==> config.mk <==
export PLATFORM = sky130hd
export DESIGN_NAME = spi_byte_master
export DESIGN_NICKNAME = d
export VERILOG_FILES = /design/src/rtl/spi_byte_pkg.sv /design/src/rtl/spi_byte_ctrl.sv /design/src/rtl/spi_byte_dp.sv /design/src/rtl/spi_byte_master.sv
export SDC_FILE = /design/constraint.sdc
export NUM_CORES = 1
export LEC_CHECK = 0
export ABC_AREA = 1
export ABC_CLOCK_PERIOD_IN_PS = 2110
export BUFFER_PORTS_ARGS = -buffer_cell sky130_fd_sc_hd__buf_2
export CORE_MARGIN = 2
export CORE_UTILIZATION = 50
export DETAILED_ROUTE_END_ITERATION = 10
export PLACE_DENSITY = 0.79
export RECOVER_POWER = 100
export SYNTH_ARGS = -nofsm -noshare
export SYNTH_HDL_FRONTEND = slang
export SYNTH_SLANG_ARGS = --single-unit
==> constraint.sdc <==
create_clock -name clk -period 2.11 [get_ports clk]
set_clock_uncertainty 0.2 [all_clocks]
set_input_delay 0.1055 -clock clk [delete_from_list [all_inputs] [get_ports clk]]
set_output_delay 0.1055 -clock clk [all_outputs]
set_load 0.005 [all_outputs]
==> src/rtl/spi_byte_pkg.sv <==
package spi_byte_pkg;

  // register byte addresses
  localparam int ADDR_MODE = 0;
  localparam int ADDR_RX   = 1;
  localparam int ADDR_TX   = 2;
  localparam int ADDR_CTRL = 3;
  localparam int ADDR_STAT = 4;
  localparam int ADDR_RSVD = 5;
  localparam int ADDR_DIV  = 6;

  // first field is the MSB: masks 0x10 .. 0x01
  typedef struct packed {
    logic phaseLead;
    logic enable;
    logic lsbFirst;
    logic idleHigh;
    logic loopback;
  } modeCfg_t;

  typedef struct packed {
    logic load;
    logic shiftEn;
    logic sampleEn;
    logic capture;
  } dpStrobe_t;

  typedef enum logic [1:0] {
    ST_IDLE = 2'd0,
    ST_RUN  = 2'd1,
    ST_TAIL = 2'd2
  } seqState_t;

endpackage

==> src/rtl/spi_byte_ctrl.sv <==
module spi_byte_ctrl
  import spi_byte_pkg::*;
#(
  parameter int DATA_W = 8,
  parameter int CDM_W  = 8,
  parameter int ADDR_W = 3
) (
  input  logic              clk,
  input  logic              rstN,
  input  logic              busWrEn,
  input  logic              busRdEn,
  input  logic [ADDR_W-1:0] busAddr,
  input  logic [DATA_W-1:0] busWrData,
  output logic [DATA_W-1:0] busRdData,
  input  logic [DATA_W-1:0] rxData,
  output modeCfg_t          mode,
  output dpStrobe_t         strobe,
  output logic [DATA_W-1:0] txData,
  output logic              busy,
  output logic              irq,
  output logic              sckToggle
);

  localparam int DIV_W   = CDM_W + 1;
  localparam int EDGES   = 2 * DATA_W;
  localparam int EDGE_W  = $clog2(EDGES);
  localparam int MODE_W  = $bits(modeCfg_t);

  modeCfg_t          modeReg;
  logic [DATA_W-1:0] txReg;
  logic [CDM_W-1:0]  cdmReg;
  logic              rxReady;
  seqState_t         state;
  logic [DIV_W-1:0]  divCnt;
  logic [EDGE_W-1:0] edgeCnt;
  logic              sckLvl;

  logic isAddrMode, isAddrTx, isAddrCtrl, isAddrDiv, isAddrRx;
  logic startReq, startOk, rdRx;
  logic [DIV_W-1:0] halfLimit;
  logic tick, leading, lastEdge;

  assign isAddrMode = busAddr == ADDR_W'(ADDR_MODE);
  assign isAddrTx   = busAddr == ADDR_W'(ADDR_TX);
  assign isAddrCtrl = busAddr == ADDR_W'(ADDR_CTRL);
  assign isAddrDiv  = busAddr == ADDR_W'(ADDR_DIV);
  assign isAddrRx   = busAddr == ADDR_W'(ADDR_RX);

  assign startReq = busWrEn && isAddrCtrl && busWrData[0];
  assign startOk  = startReq && modeReg.enable && (state == ST_IDLE);
  assign rdRx     = busRdEn && isAddrRx;

  // half SCK period is 2*(cdm+1) bus clocks
  assign halfLimit = {cdmReg, 1'b1};
  assign tick      = (state == ST_RUN) && (divCnt == halfLimit);
  assign leading   = ~edgeCnt[0];
  assign lastEdge  = edgeCnt == EDGE_W'(EDGES - 1);

  always_comb begin
    strobe.load     = startOk;
    strobe.sampleEn = tick && (modeReg.phaseLead ? leading : !leading);
    strobe.shiftEn  = tick && !lastEdge &&
                      (modeReg.phaseLead ? !leading : (leading && edgeCnt != '0));
    strobe.capture  = tick && lastEdge;
  end

  always_ff @(posedge clk) begin
    if (!rstN) begin
      modeReg <= '0;
      txReg   <= '0;
      cdmReg  <= '0;
      rxReady <= 1'b0;
      state   <= ST_IDLE;
      divCnt  <= '0;
      edgeCnt <= '0;
      sckLvl  <= 1'b0;
    end else begin
      if (busWrEn && isAddrMode) modeReg <= modeCfg_t'(busWrData[MODE_W-1:0]);
      if (busWrEn && isAddrTx)   txReg   <= busWrData;
      if (busWrEn && isAddrDiv)  cdmReg  <= busWrData[CDM_W-1:0];

      if (strobe.capture)  rxReady <= 1'b1;
      else if (rdRx)       rxReady <= 1'b0;

      unique case (state)
        ST_IDLE: begin
          if (startOk) begin
            state   <= ST_RUN;
            divCnt  <= '0;
            edgeCnt <= '0;
            sckLvl  <= 1'b0;
          end
        end
        ST_RUN: begin
          if (tick) begin
            divCnt  <= '0;
            sckLvl  <= ~sckLvl;
            edgeCnt <= edgeCnt + 1'b1;
            if (lastEdge) state <= ST_TAIL;
          end else begin
            divCnt <= divCnt + 1'b1;
          end
        end
        ST_TAIL: state <= ST_IDLE;
        default: state <= ST_IDLE;
      endcase
    end
  end

  assign mode      = modeReg;
  assign txData    = txReg;
  assign busy      = state != ST_IDLE;
  assign irq       = rxReady;
  assign sckToggle = sckLvl;

  always_comb begin
    busRdData = '0;
    case (busAddr)
      ADDR_W'(ADDR_MODE): busRdData = DATA_W'(modeReg);
      ADDR_W'(ADDR_RX):   busRdData = rxData;
      ADDR_W'(ADDR_TX):   busRdData = txReg;
      ADDR_W'(ADDR_STAT): busRdData = DATA_W'({busy, rxReady});
      ADDR_W'(ADDR_DIV):  busRdData = DATA_W'(cdmReg);
      default:            busRdData = '0;
    endcase
  end


  start_busy_chk: assert property (@(posedge clk) disable iff (!rstN)
    startOk |=> busy);


  ignore_start_chk: assert property (@(posedge clk) disable iff (!rstN)
    (startReq && !modeReg.enable && !busy) |=> !busy);


  rdy_busy_chk: assert property (@(posedge clk) disable iff (!rstN)
    $rose(irq) |-> busy);


  busy_drop_chk: assert property (@(posedge clk) disable iff (!rstN)
    $rose(irq) |=> !busy);


  rd_clear_chk: assert property (@(posedge clk) disable iff (!rstN)
    (rdRx && !strobe.capture) |=> !irq);

endmodule

==> src/rtl/spi_byte_dp.sv <==
module spi_byte_dp
  import spi_byte_pkg::*;
#(
  parameter int DATA_W = 8
) (
  input  logic              clk,
  input  logic              rstN,
  input  dpStrobe_t         strobe,
  input  modeCfg_t          mode,
  input  logic [DATA_W-1:0] txData,
  input  logic              miso,
  output logic [DATA_W-1:0] rxData,
  output logic              mosi
);

  logic [DATA_W-1:0] txSr, rxSr, rxShifted, txShifted;
  logic outBit, inBit;

  assign outBit = mode.lsbFirst ? txSr[0] : txSr[DATA_W-1];
  assign inBit  = mode.loopback ? outBit : miso;
  assign mosi   = mode.enable ? outBit : 1'b0;

  assign rxShifted = mode.lsbFirst ? {inBit, rxSr[DATA_W-1:1]}
                                   : {rxSr[DATA_W-2:0], inBit};
  assign txShifted = mode.lsbFirst ? {1'b0, txSr[DATA_W-1:1]}
                                   : {txSr[DATA_W-2:0], 1'b0};

  always_ff @(posedge clk) begin
    if (!rstN) begin
      txSr   <= '0;
      rxSr   <= '0;
      rxData <= '0;
    end else begin
      if (strobe.load) begin
        txSr <= txData;
        rxSr <= '0;
      end else begin
        if (strobe.shiftEn)  txSr <= txShifted;
        if (strobe.sampleEn) rxSr <= rxShifted;
      end
      if (strobe.capture) rxData <= strobe.sampleEn ? rxShifted : rxSr;
    end
  end

endmodule

==> src/rtl/spi_byte_master.sv <==
module spi_byte_master
  import spi_byte_pkg::*;
#(
  parameter int DATA_W = 8,
  parameter int CDM_W  = 8,
  parameter int ADDR_W = 3
) (
  input  logic              clk,
  input  logic              rstN,
  input  logic              busWrEn,
  input  logic              busRdEn,
  input  logic [ADDR_W-1:0] busAddr,
  input  logic [DATA_W-1:0] busWrData,
  output logic [DATA_W-1:0] busRdData,
  output logic              irq,
  output logic              sck,
  output logic              mosi,
  input  logic              miso
);

  modeCfg_t          mode;
  dpStrobe_t         strobe;
  logic [DATA_W-1:0] txData, rxData;
  logic              busy, sckToggle;

  spi_byte_ctrl #(.DATA_W(DATA_W), .CDM_W(CDM_W), .ADDR_W(ADDR_W)) u_ctrl (
    .clk(clk), .rstN(rstN), .busWrEn(busWrEn), .busRdEn(busRdEn),
    .busAddr(busAddr), .busWrData(busWrData), .busRdData(busRdData),
    .rxData(rxData), .mode(mode), .strobe(strobe), .txData(txData),
    .busy(busy), .irq(irq), .sckToggle(sckToggle)
  );

  spi_byte_dp #(.DATA_W(DATA_W)) u_dp (
    .clk(clk), .rstN(rstN), .strobe(strobe), .mode(mode),
    .txData(txData), .miso(miso), .rxData(rxData), .mosi(mosi)
  );

  assign sck = mode.enable ? (mode.idleHigh ^ sckToggle) : mode.idleHigh;


  idle_sck_chk: assert property (@(posedge clk) disable iff (!rstN)
    !busy |-> (sck == mode.idleHigh));

endmodule

==> flow_metrics.env <==
export IMPL_critPathKind="in2reg"
export IMPL_num_vias=3339
export IMPL_fmax_mhz=495
export IMPL_firstDrtPassIters=5
export IMPL_sequentialPowerShare=0.514
export IMPL_layout_common_cells="nand2_1, inv_1, dfxtp_1"
export IMPL_drt_total_wl_microns=8490
export IMPL_dpl_cell_area_sq_um=3440
export IMPL_cts_made_buffers=9
export IMPL_crit_chain="dlygate4sd3_1 > clkbuf_1 > inv_1 > nor2_1 > nand3_2 > buf_4 > o21ai_0 > inv_1 > nand2_1 > nand2_1 > nor2_1"
export IMPL_gp_congestion=0.983
export IMPL_dieArea_sq_um=7130
export IMPL_post_cts_buffers=0
export IMPL_crit_arrival_ns=2.11
export IMPL_track_usage=0.250
export IMPL_drtAntennaViolNets=0
export IMPL_fin_setup_tns_ns=0
export IMPL_port_buffers=26
export IMPL_cts_tree="built"
export IMPL_layout_commonest_cell="nand2_1"
export IMPL_worst_slew_pin_slew_ns=0.596
export IMPL_cts_max_level=3
export IMPL_yosysUniqueCellTypes=33
export IMPL_fin_crit_ns=2.02
export IMPL_synth_avg_cell_area_sq_um=6.57
export IMPL_crit_buf_inv=5
export IMPL_coreArea_sq_um=6310
export IMPL_fp_dieW_microns=84.5
export IMPL_netSwitchingPower_w=0.000565
export IMPL_report_final_hold_viol_count=0
export IMPL_cp_top_family="buffers and inverters"
export IMPL_finalNetCount=556
export IMPL_p_comb_frac=0.067
export IMPL_rows=29
export IMPL_antenna_cells=0
export IMPL_ys_seq_area_frac=0.383
export IMPL_start_util=0.513
export IMPL_finalSetupViolations=0
export IMPL_cts_root_buf="clkbuf_8"
export IMPL_period_share=0.957
export IMPL_clock_path_buffers=2
export IMPL_p_sw_frac=0.243
export IMPL_yosys_warnings=0
export IMPL_syn_nets=512
export IMPL_cts_sinks=62
export IMPL_internal_power_w=0.00176
export IMPL_drive_gt1_frac=0.111
export IMPL_slew_headroom=0.600
export IMPL_r2r_setup_slack_ns=0.17
export IMPL_critPathCaptureType="register"
export IMPL_worst_path_largest_cell_delay_ns=0.53
export IMPL_cap_violations=0
export IMPL_hp_class="in2reg"
export IMPL_outcome="finished, final reports clean"
export IMPL_synth_area_sq_um=3240
export IMPL_grt_pass1_wl_microns=14300
export IMPL_dpl_hpwl_microns=6120
export IMPL_power_density_nw_per_um2=619
export IMPL_fin_area_sq_um=3750
export IMPL_syn_inst=493
export IMPL_rsz0062_at_grt="no"
export IMPL_synth_seq_cells=62
export IMPL_wire_per_inst_microns=13.7
export IMPL_ir_drop_mv=0.448
export IMPL_area_delta_synth_final_pct=15.9
export IMPL_cp_start_kind="input port"
export IMPL_vias_per_cell=5.39
export IMPL_insertion_delay_ns=0.35
export IMPL_cp_required_ns=2.20
export IMPL_slew_violations=0
export IMPL_crit_slowest_cell="dlygate4sd3_1"
export IMPL_grt_max_degree=23
export IMPL_path_max_fanout=22
export IMPL_power_leakage_nw=1.51
export IMPL_antenna_found_initial=0
export IMPL_ios=27
export IMPL_drc=0
export IMPL_grt_overflow=0
export IMPL_chipHeight_microns=84.5
export IMPL_p_clk_frac=0.419
export IMPL_clk_pin_slew_ns=0.07
export IMPL_drtIter0Drc=281
export IMPL_first_global_vias=3175
## sequential cells by signal (all words and copies together) (netlist names)
signal            cells
u_ctrl.txData         8
u_ctrl.sckToggle      1
u_dp.rxData           8
u_ctrl.irq            1
u_ctrl.cdmReg         8
u_ctrl.edgeCnt        4
u_ctrl.divCnt         9
u_dp.txSr             8
u_dp.rxSr             8
u_ctrl.mode           5
u_ctrl.state          2
## routing by layer
layer	vias up	wire length (microns)	GRT usage
li1	1670	-	-
met1	1513	3680	0.295
met2	129	3970	0.422
met3	27	531	0.0728
met4	0	299	0.114
met5	-	0	0
## cell type report
class                           instances  area, sq um
Multi-Input combinational cell        346         1650
Inverter                               70          263
Clock buffer                           13          169
Timing Repair Buffer                   48          319
Clock inverter                          3         17.5
Fill cell                             600         2560
Tap cell                               77         96.3
Sequential cell                        62         1240
## cells by family after synthesis
group / Yosys count / synth area share
buffers and inverters: 85 / 0.106
flip-flops: 62 / 0.383
AO/OA/AOI/OAI: 97 / 0.159
AND/OR/NAND/NOR: 241 / 0.326
XOR/XNOR: 5 / 0.0135
adder cells (fa/ha/maj): 3 / 0.0116
## metrics by stage
stage	utilization	instances	hold WS [ns]	setup WS [ns]	total power [W]
after global routing	0.594	619	0.189	0.0120	0.00240
after CTS	0.598	619	0.112	0.207	0.00234
after global placement	0.544	588	0.155	0.273	0.00135
final	0.594	619	0.102	0.0910	0.00232
after detailed placement	0.544	588	0.161	0.239	0.00136
after floorplan	-	493	0.0404	0.405	0.00130
## path summary, 6_finish.rpt
kind / end / startpoint / depth (start not counted)
setup reg to reg: u_dp.rxData[3] / u_ctrl.cdmReg[2] / 11
hold reg to reg: u_ctrl.sckToggle / u_ctrl.sckToggle / 1
setup / recovery: u_dp.txSr[2] / busWrEn / 11
hold / removal: u_ctrl.irq / busAddr[1] / 7
## power groups by stage
stage	sequential [W]	combinational, W	clock, W
floorplan	0.00122	0.0000852	0
global placement	0.00122	0.000133	0
detailed placement	0.00122	0.000136	0
CTS	0.00119	0.000154	0.000992
global route	0.00119	0.000172	0.00103
finish	0.00119	0.000157	0.000973
## worst reg2reg max path: cells and delay by family, from the launching register on
family          cells  cell delay, ns
simple gates        7            0.78
buf+inv             3            0.34
flops               1            0.38
compound gates      1            0.18
## timing repair
| item | 4_1_cts | 5_1_grt |
|---|---|---|
| hold endpoints to repair | 30 | 0 |
| hold buffers | 15 | 0 |
| resized for setup | 0 | 0 |
## cells in the mapped netlist (all sizes together)
cell type	number	area [sq um]
nand2	140	541
and3	1	6.26
clkbuf	5	18.8
or2	1	6.26
xnor2	2	17.5
o22ai	2	12.5
o21ai	35	175
inv	68	255
ha	3	37.5
nor2	51	221
buf	10	61.3
o221ai	4	35.0
nand3	29	170
o2111ai	2	17.5
nor3	10	55.1
clkinv	2	7.51
dfxtp	62	1240
a211oi	1	7.51
o21a	1	7.51
a21oi	52	260
xor2	3	26.3
nand4	9	56.3
Note: power is estimated with default switching activity, not from simulation.
